**src/rtl/fsk_pkg.sv**
```systemverilog
package fsk_pkg;

  typedef enum logic [1:0] {
    MODE_RX   = 2'd0,
    MODE_TX   = 2'd1,
    MODE_LOCK = 2'd2
  } mode_t;

  // Phase step per reference clock for a tone of hz, on a 2^32 phase circle.
  function automatic logic [31:0] tone_inc(input longint unsigned hz,
                                           input longint unsigned ref_hz);
    longint unsigned num;
    num = hz << 32;
    return 32'(num / ref_hz);
  endfunction

endpackage

```
**src/rtl/fsk_sync.sv**
```systemverilog
module fsk_sync #(
  parameter int          W       = 1,
  parameter int          STAGES  = 2,
  parameter logic [W-1:0] RST_VAL = '0
) (
  input  logic         clk,
  input  logic         rst_n,
  input  logic [W-1:0] d,
  output logic [W-1:0] q
);

  logic [W-1:0] stg_q [STAGES];

  always_ff @(posedge clk or negedge rst_n) begin
    if (!rst_n) stg_q[0] <= RST_VAL;
    else        stg_q[0] <= d;
  end

  for (genvar s = 1; s < STAGES; s++) begin : g_stage
    always_ff @(posedge clk or negedge rst_n) begin
      if (!rst_n) stg_q[s] <= RST_VAL;
      else        stg_q[s] <= stg_q[s-1];
    end
  end

  assign q = stg_q[STAGES-1];

endmodule

```
**src/rtl/fsk_mode_ctrl.sv**
```systemverilog
module fsk_mode_ctrl
  import fsk_pkg::*;
#(
  parameter int CNT_W     = 24,
  parameter int TMO_LONG  = 11059200,
  parameter int TMO_SHORT = 5400,
  parameter int MIN_HIGH  = 23
) (
  input  logic clk,
  input  logic rst_n,
  input  logic sel_s,
  input  logic tmo_off,
  input  logic tmo_fast,
  output logic tx_en
);

  localparam int HI_W = $clog2(MIN_HIGH + 1);
  localparam logic [CNT_W-1:0] LIM_LONG  = CNT_W'(TMO_LONG - 1);
  localparam logic [CNT_W-1:0] LIM_SHORT = CNT_W'(TMO_SHORT - 1);
  localparam logic [HI_W-1:0]  HI_LAST   = HI_W'(MIN_HIGH - 1);

  mode_t            st_q, st_d;
  logic [CNT_W-1:0] run_q, run_d;
  logic [HI_W-1:0]  hi_q, hi_d;
  logic [CNT_W-1:0] lim_last;
  logic             limit_hit;

  assign lim_last  = tmo_fast ? LIM_SHORT : LIM_LONG;
  assign limit_hit = !tmo_off && (run_q >= lim_last);

  always_comb begin
    st_d  = st_q;
    run_d = '0;
    hi_d  = '0;
    unique case (st_q)
      MODE_RX: begin
        if (!sel_s) st_d = MODE_TX;
      end
      MODE_TX: begin
        if (sel_s) begin
          st_d = MODE_RX;
        end else if (limit_hit) begin
          st_d = MODE_LOCK;
        end else begin
          run_d = (run_q == '1) ? run_q : run_q + 1'b1;
        end
      end
      MODE_LOCK: begin
        if (sel_s) begin
          if (hi_q >= HI_LAST) st_d = MODE_RX;
          else                 hi_d = hi_q + 1'b1;
        end
      end
      default: st_d = MODE_RX;
    endcase
  end

  always_ff @(posedge clk or negedge rst_n) begin
    if (!rst_n) begin
      st_q  <= MODE_RX;
      run_q <= '0;
      hi_q  <= '0;
    end else begin
      st_q  <= st_d;
      run_q <= run_d;
      hi_q  <= hi_d;
    end
  end

  assign tx_en = (st_q == MODE_TX);

endmodule

```
**src/rtl/fsk_nco.sv**
```systemverilog
module fsk_nco #(
  parameter int          PH_W      = 32,
  parameter int          OUT_W     = 12,
  parameter bit          SINE      = 1'b1,
  parameter logic [31:0] INC_SPACE = 32'd0,
  parameter logic [31:0] INC_MARK  = 32'd0,
  parameter logic [31:0] INC_LO    = 32'd0
) (
  input  logic             clk,
  input  logic             rst_n,
  input  logic             tx_en,
  input  logic             mark,
  output logic [OUT_W-1:0] carrier,
  output logic [PH_W-1:0]  lo_phase
);

  localparam int X_W   = 9;
  localparam int SHIFT = 16 - (OUT_W - 1);
  localparam logic [OUT_W-1:0] FULL = {1'b0, {(OUT_W-1){1'b1}}};

  logic [PH_W-1:0]  ph_q, ph_d, lo_q, lo_d;
  logic [PH_W-1:0]  step;
  logic [OUT_W-1:0] wave, car_d, car_q;
  logic             half;

  assign step = mark ? PH_W'(INC_MARK) : PH_W'(INC_SPACE);
  assign half = ph_q[PH_W-1];

  if (SINE) begin : g_sine
    logic [X_W-1:0]  x;
    logic [X_W-1:0]  xr;
    logic [17:0]     prod;
    logic [OUT_W-1:0] mag;
    assign x    = ph_q[PH_W-2 -: X_W];
    assign xr   = 9'd511 - x;
    assign prod = 18'(x) * 18'(xr);
    assign mag  = OUT_W'(prod >> SHIFT);
    assign wave = half ? (~mag + 1'b1) : mag;
  end else begin : g_square
    assign wave = half ? (~FULL + 1'b1) : FULL;
  end

  always_comb begin
    ph_d  = tx_en ? ph_q + step : ph_q;
    lo_d  = tx_en ? lo_q : lo_q + PH_W'(INC_LO);
    car_d = tx_en ? wave : '0;
  end

  always_ff @(posedge clk or negedge rst_n) begin
    if (!rst_n) begin
      ph_q  <= '0;
      lo_q  <= '0;
      car_q <= '0;
    end else begin
      ph_q  <= ph_d;
      lo_q  <= lo_d;
      car_q <= car_d;
    end
  end

  assign carrier  = car_q;
  assign lo_phase = lo_q;

endmodule

```
**src/rtl/fsk_tx_mode.sv**
```systemverilog
module fsk_tx_mode
  import fsk_pkg::*;
#(
  parameter int REF_HZ    = 11059200,
  parameter int SPACE_HZ  = 133050,
  parameter int MARK_HZ   = 131850,
  parameter int LO_HZ     = 127050,
  parameter int PH_W      = 32,
  parameter int OUT_W     = 12,
  parameter bit SINE      = 1'b1,
  parameter int CNT_W     = 24,
  parameter int TMO_LONG  = 11059200,
  parameter int TMO_SHORT = 5400,
  parameter int MIN_HIGH  = 23,
  parameter int SYNC_STG  = 2
) (
  input  logic             clk,
  input  logic             rst_n,
  input  logic             rx_tx_sel,
  input  logic             tx_data,
  input  logic             tmo_disable,
  input  logic             tmo_short,
  output logic [OUT_W-1:0] carrier,
  output logic             tx_active,
  output logic             drv_oe,
  output logic             pa_bias,
  output logic             pa_bias_n,
  output logic [PH_W-1:0]  lo_phase
);

  localparam logic [31:0] INC_SPACE = tone_inc(longint'(SPACE_HZ), longint'(REF_HZ));
  localparam logic [31:0] INC_MARK  = tone_inc(longint'(MARK_HZ),  longint'(REF_HZ));
  localparam logic [31:0] INC_LO    = tone_inc(longint'(LO_HZ),    longint'(REF_HZ));
  localparam logic [3:0]  IN_IDLE   = 4'b1100;

  logic [1:0] rst_pipe_q;
  logic       rst_core_n;
  logic [3:0] raw_in, syn_in;
  logic       tx_en;

  // reset release aligned to the clock
  always_ff @(posedge clk or negedge rst_n) begin
    if (!rst_n) rst_pipe_q <= '0;
    else        rst_pipe_q <= {rst_pipe_q[0], 1'b1};
  end
  assign rst_core_n = rst_pipe_q[1];

  assign raw_in = {rx_tx_sel, tx_data, tmo_disable, tmo_short};

  fsk_sync #(.W(4), .STAGES(SYNC_STG), .RST_VAL(IN_IDLE)) u_sync (
    .clk   (clk),
    .rst_n (rst_core_n),
    .d     (raw_in),
    .q     (syn_in)
  );

  fsk_mode_ctrl #(
    .CNT_W     (CNT_W),
    .TMO_LONG  (TMO_LONG),
    .TMO_SHORT (TMO_SHORT),
    .MIN_HIGH  (MIN_HIGH)
  ) u_mode (
    .clk      (clk),
    .rst_n    (rst_core_n),
    .sel_s    (syn_in[3]),
    .tmo_off  (syn_in[1]),
    .tmo_fast (syn_in[0]),
    .tx_en    (tx_en)
  );

  fsk_nco #(
    .PH_W      (PH_W),
    .OUT_W     (OUT_W),
    .SINE      (SINE),
    .INC_SPACE (INC_SPACE),
    .INC_MARK  (INC_MARK),
    .INC_LO    (INC_LO)
  ) u_nco (
    .clk      (clk),
    .rst_n    (rst_core_n),
    .tx_en    (tx_en),
    .mark     (syn_in[2]),
    .carrier  (carrier),
    .lo_phase (lo_phase)
  );

  assign tx_active = tx_en;
  assign drv_oe    = tx_en;
  assign pa_bias   = tx_en;
  assign pa_bias_n = ~tx_en;

endmodule

```
**config.mk**
```make
export PLATFORM = sky130hd
export DESIGN_NAME = fsk_tx_mode
export DESIGN_NICKNAME = d
export VERILOG_FILES = /design/src/rtl/fsk_pkg.sv /design/src/rtl/fsk_sync.sv /design/src/rtl/fsk_mode_ctrl.sv /design/src/rtl/fsk_nco.sv /design/src/rtl/fsk_tx_mode.sv
export SDC_FILE = /design/constraint.sdc
export NUM_CORES = 1
export LEC_CHECK = 0
export ABC_AREA = 1
export ABC_CLOCK_PERIOD_IN_PS = 6430
export BUFFER_PORTS_ARGS = -buffer_cell sky130_fd_sc_hd__buf_2
export CAP_MARGIN = 0
export CORE_MARGIN = 5
export CORE_UTILIZATION = 35
export DETAILED_ROUTE_END_ITERATION = 16
export PLACE_DENSITY_LB_ADDON = 0.3
export RECOVER_POWER = 50
export SKIP_CTS_REPAIR_TIMING = 1
export SYNTH_ARGS = -nofsm -noshare
export SYNTH_HDL_FRONTEND = slang
export SYNTH_SLANG_ARGS = --single-unit
```
**constraint.sdc**
```tcl
create_clock -name clk -period 6.43 [get_ports clk]
set_clock_uncertainty 0.15 [all_clocks]
set_input_delay 0.3215 -clock clk [delete_from_list [all_inputs] [get_ports clk]]
set_output_delay 0.3215 -clock clk [all_outputs]
set_load 0.02 [all_outputs]
```
; Yosys cells after proc, flatten, opt, wreduce, memory -nomap -nowiden
; Cells that the tools add are included.
[totals]
register_bits = 117
latch_bits = 0
ram_bits = 0
mem_bits_ro = 0
in_bits = 6
output_inout_bits = 48
wordCells = 49
n_memories = 0
[op_classes]
addsub = 6
multipliers = 1
div_mod_pow = 0
n_lt_le_gt_ge = 2
n_eq_ne = 8
n_shift = 0
n_mux = 17
n_bitwise = 2
reduce_logical = 4
[ops]
columns = op, n
row1 = 24-bit two-way mux, 5
row2 = "32-bit by 26-bit adder with 32-bit output, second input constant", 1
row3 = 32-bit adder, 1
row4 = "24-bit by 1-bit adder with 24-bit output, second input constant", 1
row5 = "24-bit == test, second input constant", 1
row6 = 24-bit greater-or-equal comparator, 1
row7 = 12-bit two-way mux, 2
row8 = 21-bit two-way mux, 1
row9 = 9-bit by 9-bit multiplier with 17-bit output, 1
row10 = 5-bit two-way mux, 3
row11 = "12-bit by 1-bit adder with 12-bit output, second input constant", 1
row12 = 12-bit NOT, 1
row13 = 2-bit two-way mux, 5
row14 = "9-bit subtractor, first input constant", 1
row15 = 2-bit case mux with 3 select lines, 1
row16 = "5-bit by 1-bit adder with 5-bit output, second input constant", 1
row17 = "5-bit greater-or-equal comparator, second input constant", 1
row18 = "2-bit inequality test, second input constant", 2
row19 = "4-bit by 3-bit inequality test with 1-bit output, second input constant", 1
row20 = 4-bit AND reduction, 1
row21 = "3-bit by 1-bit inequality test with 1-bit output, second input constant", 1
row22 = "2-bit by 1-bit == test with 1-bit output, second input constant", 1
row23 = "2-bit == test, second input constant", 1
row24 = 2-bit logical NOT, 1
row25 = 4 further kinds, 4

; Longest topological paths before layout
; Gate-level depths: netlist of the first run.
[logic_depth]
word_depth = 6
mapped_depth = 26

; By module
; From an unflattened synthesis of the first run, not the netlist that was laid out.
[hier_totals]
cells_unflattened = 1325
hier_area_um2 = 9724.3
[modules_own_cells]
columns = module, instances, cells_per_inst, area_per_inst_um2
row1 = fsk_nco, 1, 961, 7045.5
row2 = fsk_mode_ctrl, 1, 346, 2371.0
row3 = fsk_sync, 1, 12, 235.2
row4 = fsk_tx_mode, 1, 6, 72.6

; Worst setup path after synthesis of the first run
; OpenSTA, ideal clock, no wires.
[synth_timing]
path_type = register to register
start = register u_nco.ph_q[29]
end = register u_nco.car_q[11], in the netlist u_nco.carrier[11]
setup_ps = 119
t_arrival_ps = 4571
t_required_ps = 6161
setup_slack_ps = 1590
stages_incl_launch_ff = 22
path_cell_list = dfrtp_1 -> clkbuf_1 -> clkinv_1 -> nand2_1 -> fa_1 -> fa_1 -> inv_1 -> fa_1 -> inv_1 -> fa_1 -> inv_1 -> ha_1 -> a21oi_1 -> nand2_1 -> nand2_1 -> nand2_1 -> nor2_2 -> nand3_1 -> nor2_1 -> nand2_1 -> a21oi_1 -> nor2_1
[synth_via]
elab_chain_len = 6
[synth_rtl]
columns = item, line_no
row1 = from (decl), fsk_nco.sv:21  ; logic [PH_W-1:0] ph_q, ph_d, lo_q, lo_d;
row2 = from (signal assigned), fsk_nco.sv:55  ; ph_q <= ph_d;
row3 = 9-bit subtractor, fsk_nco.sv:35  ; assign xr = 9'd511 - x;
row4 = 9-bit by 9-bit multiplier with 17-bit output *, fsk_nco.sv:36  ; assign prod = 18'(x) * 18'(xr);
row5 = 12-bit NOT, fsk_nco.sv:38  ; assign wave = half ? (~mag + 1'b1) : mag;
row6 = 12-bit by 1-bit adder with 12-bit output, fsk_nco.sv:38
row7 = 12-bit two-way mux *, fsk_nco.sv:38
row8 = 12-bit two-way mux *, fsk_nco.sv:46  ; car_d = tx_en ? wave : '0;
row9 = named net u_nco.car_d[11], fsk_nco.sv:23  ; logic [OUT_W-1:0] wave, car_d, car_q;
row10 = to (signal assigned), fsk_nco.sv:57  ; car_q <= car_d;
row11 = to (decl), fsk_nco.sv:23
; The timed path passes the listed nets; every way through them passes the cells marked *.
; A chain may end at the register's enable or synchronous reset.

; Final worst setup path of the first run
[layout_timing]
start = register u_nco.ph_q[28]
end = register u_nco.car_q[11], in the netlist u_nco.carrier[11]
; The elaborated chain is that of the path after synthesis.

==> run_results.csv, run 1 <==
group,metric,value,unit
status,status,"finished with violations",
status,violations,"capacitance limit, slew limit",
drt,wl_per_cell,13.3,um
synthesis,synth-seq-cells,116,
synthesis,synth_fa_ha_area_share,18.8,%
critical_path,rrSetupSlack,1.12,ns
cells_and_area,drive_gt1_share,5.34,%
synthesis,ys.flop_type,"dfrtp_1",
drt,via_per_inst,4.82,
synthesis,synth_simple_gate_area_share,26.5,%
die,ioPinCount,54,
clock_tree,cts_buffers,17,
clock_tree,cts_tree,"built",
sta,layout_min_cycle_time,5.31,ns
synthesis,synth-edff-count,0,
synthesis,synth_top_family_by_area,"simple AND/OR/NAND/NOR gates",
clock_tree,cts.sinks,116,
sta,whs,0.0700,ns
global_routing,grt_pass1_wl,37600,um
die,core_area,26100,sq um
critical_path,cp.required,6.63,ns
clock_tree,clk_latency,0.43,ns
die,fp.dieH,173,um
die,die-area,29800,sq um
placed_design,dp_slack,1.20,ns
synthesis,synth-compound-area-share,7.07,%
synthesis,synth_commonest_cells,"251 x nand2_1, 194 x inv_1, 149 x nor2_1",
synthesis,syn-cell-area,9270,sq um
synthesis,yosysTopAreaCell,"dfrtp_1",
synthesis,ys_types,46,
critical_path,path_class,"reg -> reg",
critical_path,reg2reg_depth,21,
clock_tree,clk_pin_slew_worst_paths,0.06,ns
global_routing,grt_start_max_net_pins,62,
cells_and_area,antenna_cells,0,
placed_design,place.gp.congestion,0.864,
critical_path,r2r-end,"u_nco.carrier[11]",
synthesis,yosysWarnings,0,
critical_path,startpoint_type,"flip-flop",
sta,grt_setup_unrepaired,"no",
placed_design,dp_hpwl,15900,um
synthesis,yosysMostFrequentCell,"nand2_1",
sta,fin_crit_sh,82.5,%
global_routing,grt_use_total,14.8,%
sta,slew_headroom,-64.8,%
drt,drt-initial-drc-count,443,
synthesis,postSynthCellCount,1211,
sta,totalNegativeSetupSlack,0,ns
run,maxCapViolations,2,
critical_path,reg2reg_from,"u_nco.ph_q[28]",
cells_and_area,area_growth,12.7,%
cells_and_area,nNetsFinal,1382,
die,fp.dieW,173,um
placed_design,port_buffers,52,
global_routing,antenna_found_initial,0,
die,num_rows,59,
sta,worstMarginPinSlew,2.47,ns
global_routing,grt_pass1_vias,7701,
clock_tree,clockBufferDepth,2,
critical_path,crit_start,"u_nco.ph_q[28]",
sta,setup_viol,0,
die,initial_core_util,35.6,%
synthesis,synth_mux_area_share,0,%
critical_path,cp-end-kind,"flip-flop",
synthesis,synth_xor_area_share,6.33,%
drt,num_vias,7751,
synthesis,yosys.area.top_type_share,30.2,%
clock_tree,cts_root_buffer,"clkbuf_16",
synthesis,syn_area_per_cell,7.66,sq um
hold_path,holdCritPathClass,"in -> async",
sta,hold_violations,0,
synthesis,yosys-top-cells-area,"dfrtp_1 30%, nand2_1 10%, ha_1 10%",
drt,drt_pass1_iterations,5,
drt,post-route-drc-count,0,
synthesis,asyncSetResetFlopFracSynth,100,%
critical_path,crit_fanout,12,
critical_path,critical_path.endpoint,"u_nco.carrier[11]",
sta,setup_slack,1.12,ns
synthesis,ys_seq_area_share,31.4,%
sta,fmax,188,MHz
clock_tree,cts_max_level,4,
global_routing,overflow,0,
drt,drtAntennaViolNets,0,
critical_path,critPathArrivalTime,5.51,ns
drt,routed_wl,21400,um
sta,drv_slew,107,
==> sequential cells by signal (all words and copies together), names as in the netlist <==
| register | cells |
|---|---|
| u_sync.q | 4 |
| u_mode.run_q | 24 |
| u_nco.lo_phase | 31 |
| u_nco.ph_q | 32 |
| u_mode.st_q | 2 |
| u_mode.hi_q | 5 |
| u_sync.stg_q | 4 |
| rst_pipe_q | 2 |
| u_nco.carrier | 12 |
==> layout by cell type, fill, tap and decap left out, types with 3 or more instances in the layout <==
cell / count
nor2_4: 3
nand4_1: 25
o21ai_1: 6
fa_1: 41
clkinv_1: 4
xor2_1: 47
nor2_2: 4
conb_1: 3
bufinv_16: 3
a21oi_1: 39
o21bai_1: 3
ha_1: 74
dfstp_2: 4
nor3_1: 23
clkbuf_16: 17
nor4_1: 10
clkinvlp_4: 3
nand2_1: 251
nor2_1: 148
buf_2: 8
o21ai_0: 42
nand3_1: 80
a31oi_1: 7
dfrtp_1: 112
nand3b_1: 6
clkbuf_8: 4
xnor2_1: 20
o31ai_1: 3
dlygate4sd3_1: 5
nand2_2: 5
o211ai_1: 3
inv_1: 195
clkbuf_1: 45
==> area by class of cell <==
class                      instances  area, sq um
multi-input combinational        865         5470
clock inverter                    11          149
inverter                         201          754
fill                            2662        15600
sequential                       116         2910
timing repair buffer              60          272
tap                              335          419
clock buffer                      21          480
==> stage by stage <==
| stage | instance area [sq um] | utilization, % | cells |
|---|---|---|---|
| final | 10500 | 40.1 | 1609 |
| after detailed placement | 9840 | 37.7 | 1572 |
| after global placement | 9840 | 37.7 | 1572 |
| after floorplan | 9280 | - | 1212 |
| after global routing | 10500 | 40.1 | 1609 |
| after CTS | 10500 | 40.2 | 1604 |
==> routing by layer <==
metal	vias up	global-route usage, %	wire length, um
met5	-	0	0
met4	0	4.13	305
met3	23	2.97	787
met2	156	24.6	10200
met1	3639	19.7	10000
li1	3933	-	-
==> logic make-up after synthesis <==
family	count (synthesis)
simple gates	563
buf+inv	231
compound gates	117
flops	116
fa+ha+maj	115
xor+xnor	67
other cells	2
==> worst min path at each step <==
stage / start / end / cells after the start
after detailed placement: rst_n / rst_pipe_q[0] / 1
after floorplan: rst_n / rst_pipe_q[0] / 0
after global placement: rst_n / rst_pipe_q[0] / 1
final: rst_n / rst_pipe_q[0] / 2
after global routing: rst_n / rst_pipe_q[0] / 2
after CTS: rst_n / rst_pipe_q[1] / 1
==> critical path: stages, from the launching register on <==
cell and delay [ns]:
dfrtp_1 0.60, clkinv_1 0.36, nand2_1 0.16, fa_1 0.47
fa_1 0.55, inv_1 0.06, fa_1 0.54, inv_1 0.06
fa_1 0.53, inv_1 0.04, ha_1 0.34, a21oi_1 0.28
nand2_1 0.15, nand2_1 0.07, nand2_1 0.08, nor2_2 0.15
nand3_1 0.11, nor2_1 0.18, nand2_1 0.10, nand3_1 0.07
nand2_1 0.05, nor2_1 0.15
Power of run 1 is left out: the tool's default activity adds up to more than one toggle a clock period on the data nets, which glitch-free logic cannot reach.
==> run 2, diff against run 1 <==
- ABC_CLOCK_PERIOD_IN_PS: 6430 -> 4400
- clock period: 6.43 -> 4.4 ns (I/O delays scaled with it)
==> run_results.csv, run 2 (synthesis gave the netlist of run 1 again) <==
group,metric,value,unit
global_routing,grt_start_max_net_pins,53,
clock_tree,cts_root_buffer,"clkbuf_16",
hold_path,min-delay-start,"u_sync.stg_q[4]",
hold_path,holdPathStages,0,
global_routing,grt_use_total,15.2,%
critical_path,r2r-end,"u_nco.carrier[8]",
status,status,"finished with violations",
die,initial_core_util,35.6,%
global_routing,grt_pass1_vias,7987,
global_routing,antenna_found_initial,0,
critical_path,crit_fanout,5,
critical_path,cp.required,4.56,ns
critical_path,critPathArrivalTime,4.59,ns
die,fp.dieH,173,um
sta,setup_viol,4,
sta,fin_crit_sh,101,%
hold_path,holdCritPathClass,"reg -> reg",
sta,worstMarginPinSlew,2.23,ns
cells_and_area,layout_commonest_cell,"nand2_1",
critical_path,reg2reg_from,"u_nco.ph_q[29]",
clock_tree,cts.sinks,116,
sta,grt_setup_unrepaired,"yes",
cells_and_area,antenna_cells,0,
drt,num_vias,8155,
placed_design,dp_hpwl,17000,um
drt,drtAntennaViolNets,0,
drt,via_per_inst,4.81,
critical_path,reg2reg_depth,20,
run,maxCapViolations,1,
die,num_rows,59,
cells_and_area,nNetsFinal,1467,
cells_and_area,top_register,"u_nco.ph_q",
critical_path,rrSetupSlack,-0.04,ns
sta,setup_slack,-0.0378,ns
drt,routed_wl,23000,um
sta,drv_slew,53,
cells_and_area,largest_reg_flops,32,
die,core_area,26100,sq um
cells_and_area,fillers,2615,
die,ioPinCount,54,
die,die-area,29800,sq um
clock_tree,cts_buffers,17,
drt,wl_per_cell,13.5,um
status,violations,"capacitance limit, slew limit, setup timing",
sta,layout_min_cycle_time,4.44,ns
placed_design,port_buffers,52,
drt,drt_pass1_iterations,5,
hold_path,hold_end,"u_sync.q[0]",
sta,slew_headroom,-48.7,%
placed_design,place.gp.congestion,0.858,
global_routing,overflow,0,
cells_and_area,area_growth,24.4,%
clock_tree,clk_latency,0.42,ns
sta,fmax,225,MHz
critical_path,cp-end-kind,"flip-flop",
cells_and_area,drive_gt1_share,18.7,%
clock_tree,clk_pin_slew_worst_paths,0.06,ns
global_routing,grt_pass1_wl,38800,um
die,fp.dieW,173,um
critical_path,startpoint_type,"flip-flop",
clock_tree,clockBufferDepth,2,
critical_path,path_class,"reg -> reg",
clock_tree,cts_max_level,4,
sta,hold_violations,0,
clock_tree,cts_tree,"built",
cells_and_area,fin_util,44.3,%
drt,post-route-drc-count,0,
cells_and_area,final_cell_mix,"225 x nand2_1, 174 x inv_1, 129 x nor2_1",
drt,drt-initial-drc-count,391,
-- run 2: cell types whose count changed in the layout (fill, tap and decap cells not counted), sizes merged --
cell         previous run  this run
clkinvlp                3         1
inv                   198       200
clkbuf                 67        65
dlygate4sd3             5         6
buf                     9        98
bufinv                  3         2
clkinv                  8         6
-- run 2: final cells by class --
class                      count  area, sq um  area share, %
clock inverter                 8          100          0.868
timing repair buffer         145          985           8.54
multi-input combinational    865         5870           50.9
inverter                     201          774           6.71
sequential                   116         2920           25.3
clock buffer                  24          472           4.09
tap                          335          419           3.63
-- run 2: how the worst max path moves through the flow --
stage	from	endpoint	slack [ns]	cells past startpoint
after floorplan	u_nco.ph_q[22]	u_nco.carrier[11]	-0.05	22
after CTS	u_nco.ph_q[24]	u_nco.carrier[11]	-0.25	22
final	u_nco.ph_q[29]	u_nco.carrier[8]	-0.04	20
after detailed placement	u_nco.ph_q[24]	u_nco.carrier[11]	-0.23	21
after global placement	u_nco.ph_q[29]	u_nco.carrier[11]	-0.19	21
after global routing	u_nco.ph_q[23]	u_nco.carrier[8]	-0.30	21
-- run 2: layer usage --
layer,global-route usage [%],part of all wire (%),vias up
met4,3.41,1.1,0
met1,21.1,49,3878
met3,2.23,2.9,21
li1,-,-,4116
met5,0,0,-
met2,25.2,47,140
-- run 2: worst max-delay path, stage by stage (launching register included) --
cell      delay (ns)
dfrtp_2         0.46
buf_4           0.16
nor2_2          0.11
fa_1            0.44
fa_1            0.48
fa_1            0.54
inv_1           0.06
fa_1            0.53
inv_1           0.06
ha_4            0.32
nand2_4         0.07
nor3_2          0.13
nand2_1         0.12
buf_6           0.13
nand4_1         0.07
nand2_2         0.08
buf_6           0.12
nand3b_1        0.09
nand3_1         0.09
nand2_1         0.08
nor2_1          0.05
-- run 2: metrics by stage --
step	hold WS [ns]	worst slack (ns)	std cells	TNS [ns]	instance area (sq um)
floorplan	-0.226	-0.0537	1212	-0.0537	9410
global placement	-0.145	-0.193	1638	-0.787	10400
detailed placement	-0.144	-0.231	1638	-0.954	10400
CTS	-0.583	-0.248	1670	-1.17	11000
global route	0.209	-0.298	1694	-1.67	11500
finish	0.195	-0.0378	1694	-0.123	11500
Power of run 2 is left out for the same reason.
==> run 3, diff against run 2 <==
- ABC_CLOCK_PERIOD_IN_PS: 4400 -> 4950
- clock period: 4.4 -> 4.95 ns (I/O delays scaled with it)
==> run_results.csv, run 3 (synthesis gave the netlist of run 1 again) <==
group,metric,value,unit
critical_path,cp.required,5.15,ns
cells_and_area,layout_commonest_cell,"nand2_1",
die,num_rows,59,
sta,fmax,212,MHz
cells_and_area,largest_reg_flops,32,
run,maxCapViolations,1,
critical_path,crit_fanout,7,
critical_path,path_class,"reg -> reg",
drt,drtAntennaViolNets,0,
clock_tree,cts_tree,"built",
sta,layout_min_cycle_time,4.71,ns
drt,drt_pass1_iterations,5,
cells_and_area,fin_area,10800,sq um
die,fp.dieW,173,um
cells_and_area,nNetsFinal,1408,
placed_design,placed_area,10000,sq um
drt,via_per_inst,4.79,
global_routing,antenna_found_initial,0,
drt,wl_per_cell,13.3,um
clock_tree,cts_root_buffer,"clkbuf_16",
critical_path,startpoint_type,"flip-flop",
sta,fin_crit_sh,95.1,%
global_routing,grt_start_max_net_pins,74,
die,core_area,26100,sq um
cells_and_area,area_growth,16.1,%
global_routing,grt_use_total,15.0,%
sta,drv_slew,74,
sta,slew_headroom,-100,%
sta,worstMarginPinSlew,3.01,ns
clock_tree,cts_buffers,17,
drt,num_vias,7826,
clock_tree,clk_latency,0.42,ns
hold_path,min-delay-start,"u_sync.stg_q[4]",
global_routing,grt_pass1_vias,7786,
sta,whs,0.197,ns
critical_path,cp-end-kind,"flip-flop",
placed_design,dp_hpwl,16100,um
hold_path,holdCritPathClass,"reg -> reg",
cells_and_area,fillers,2646,
cells_and_area,drive_gt1_share,8.92,%
cells_and_area,fin_cells,1635,
cells_and_area,top_register,"u_nco.ph_q",
global_routing,grt_pass1_wl,38000,um
clock_tree,clockBufferDepth,2,
global_routing,overflow,0,
clock_tree,cts.sinks,116,
drt,drt-initial-drc-count,487,
status,violations,"capacitance limit, slew limit",
critical_path,reg2reg_from,"u_nco.ph_q[22]",
placed_design,place_inst,1596,
die,fp.dieH,173,um
placed_design,place.gp.congestion,0.848,
sta,hold_violations,0,
die,ioPinCount,54,
drt,post-route-drc-count,0,
cells_and_area,antenna_cells,0,
sta,setup_viol,0,
die,initial_core_util,35.6,%
critical_path,critPathArrivalTime,4.90,ns
cells_and_area,final_cell_mix,"249 x nand2_1, 191 x inv_1, 142 x nor2_1",
die,die-area,29800,sq um
sta,grt_setup_unrepaired,"yes",
status,status,"finished with violations",
placed_design,port_buffers,52,
drt,routed_wl,21700,um
clock_tree,clk_pin_slew_worst_paths,0.06,ns
clock_tree,cts_max_level,4,
critical_path,crit_start,"u_nco.ph_q[22]",
placed_design,dp_slack,0.0729,ns
sta,setup_slack,0.243,ns
==> run 3: changes by cell type in the layout (fill, tap and decap cells not counted), sizes merged <==
cell      before  now
clkbuf        65   63
bufinv         2    5
clkinvlp       1    0
clkinv         6    8
buf           98   37
==> run 3: path summary, 6_finish.rpt <==
| check | endpoint | slack [ns] | depth (start not counted) |
|---|---|---|---|
| min reg2reg | u_sync.q[0] | 0.20 | 0 |
| max in group asynchronous | u_nco.ph_q[22] | 1.68 | 1 |
| min in group asynchronous | rst_pipe_q[1] | 0.54 | 3 |
| min | u_sync.q[0] | 0.20 | 0 |
| max | u_nco.carrier[11] | 0.24 | 23 |
| max reg2reg | u_nco.carrier[11] | 0.24 | 23 |
==> run 3: per-layer routing <==
| layer | up-vias | GRT usage, % | part of all wire [%] |
|---|---|---|---|
| li1 | 3978 | - | - |
| met1 | 3689 | 20.3 | 48 |
| met2 | 131 | 24.8 | 47 |
| met3 | 28 | 2.79 | 3.2 |
| met4 | 0 | 4.16 | 1.4 |
| met5 | - | 0 | 0 |
==> run 3: per-stage QoR <==
step	utilization, %	TNS (ns)
2_1_floorplan	-	0
3_3_place_gp	38.4	0
3_5_place_dp	38.4	0
4_1_cts	41.0	0
5_1_grt	41.3	-0.0381
6_report	41.3	0
==> run 3: cell type report <==
cell class              instances  area (sq um)  share of cell area, %
multi-input cells             865          5540                   51.4
flip-flops and latches        116          2910                   27.0
inverters                     201           759                   7.05
repair buffers                 86           484                   4.50
clock buffers                  20           457                   4.24
well taps                     335           419                   3.89
clock inverters                12           200                   1.86
==> run 3: worst max-delay path, stage by stage (launching register included) <==
cell     delay, ns
dfrtp_2       0.45
inv_1         0.16
nand2_1       0.08
fa_1          0.48
inv_1         0.05
fa_1          0.49
inv_1         0.05
fa_1          0.47
fa_1          0.55
inv_1         0.04
ha_1          0.35
nand3_1       0.13
nand3_1       0.13
nand2_1       0.11
nand2_1       0.10
inv_1         0.06
nand2_1       0.06
nor2_2        0.14
nand3_2       0.13
nor2_4        0.14
nand2_1       0.07
nand3_1       0.07
nand2_1       0.06
nor2_1        0.12
Power of run 3 is left out for the same reason.
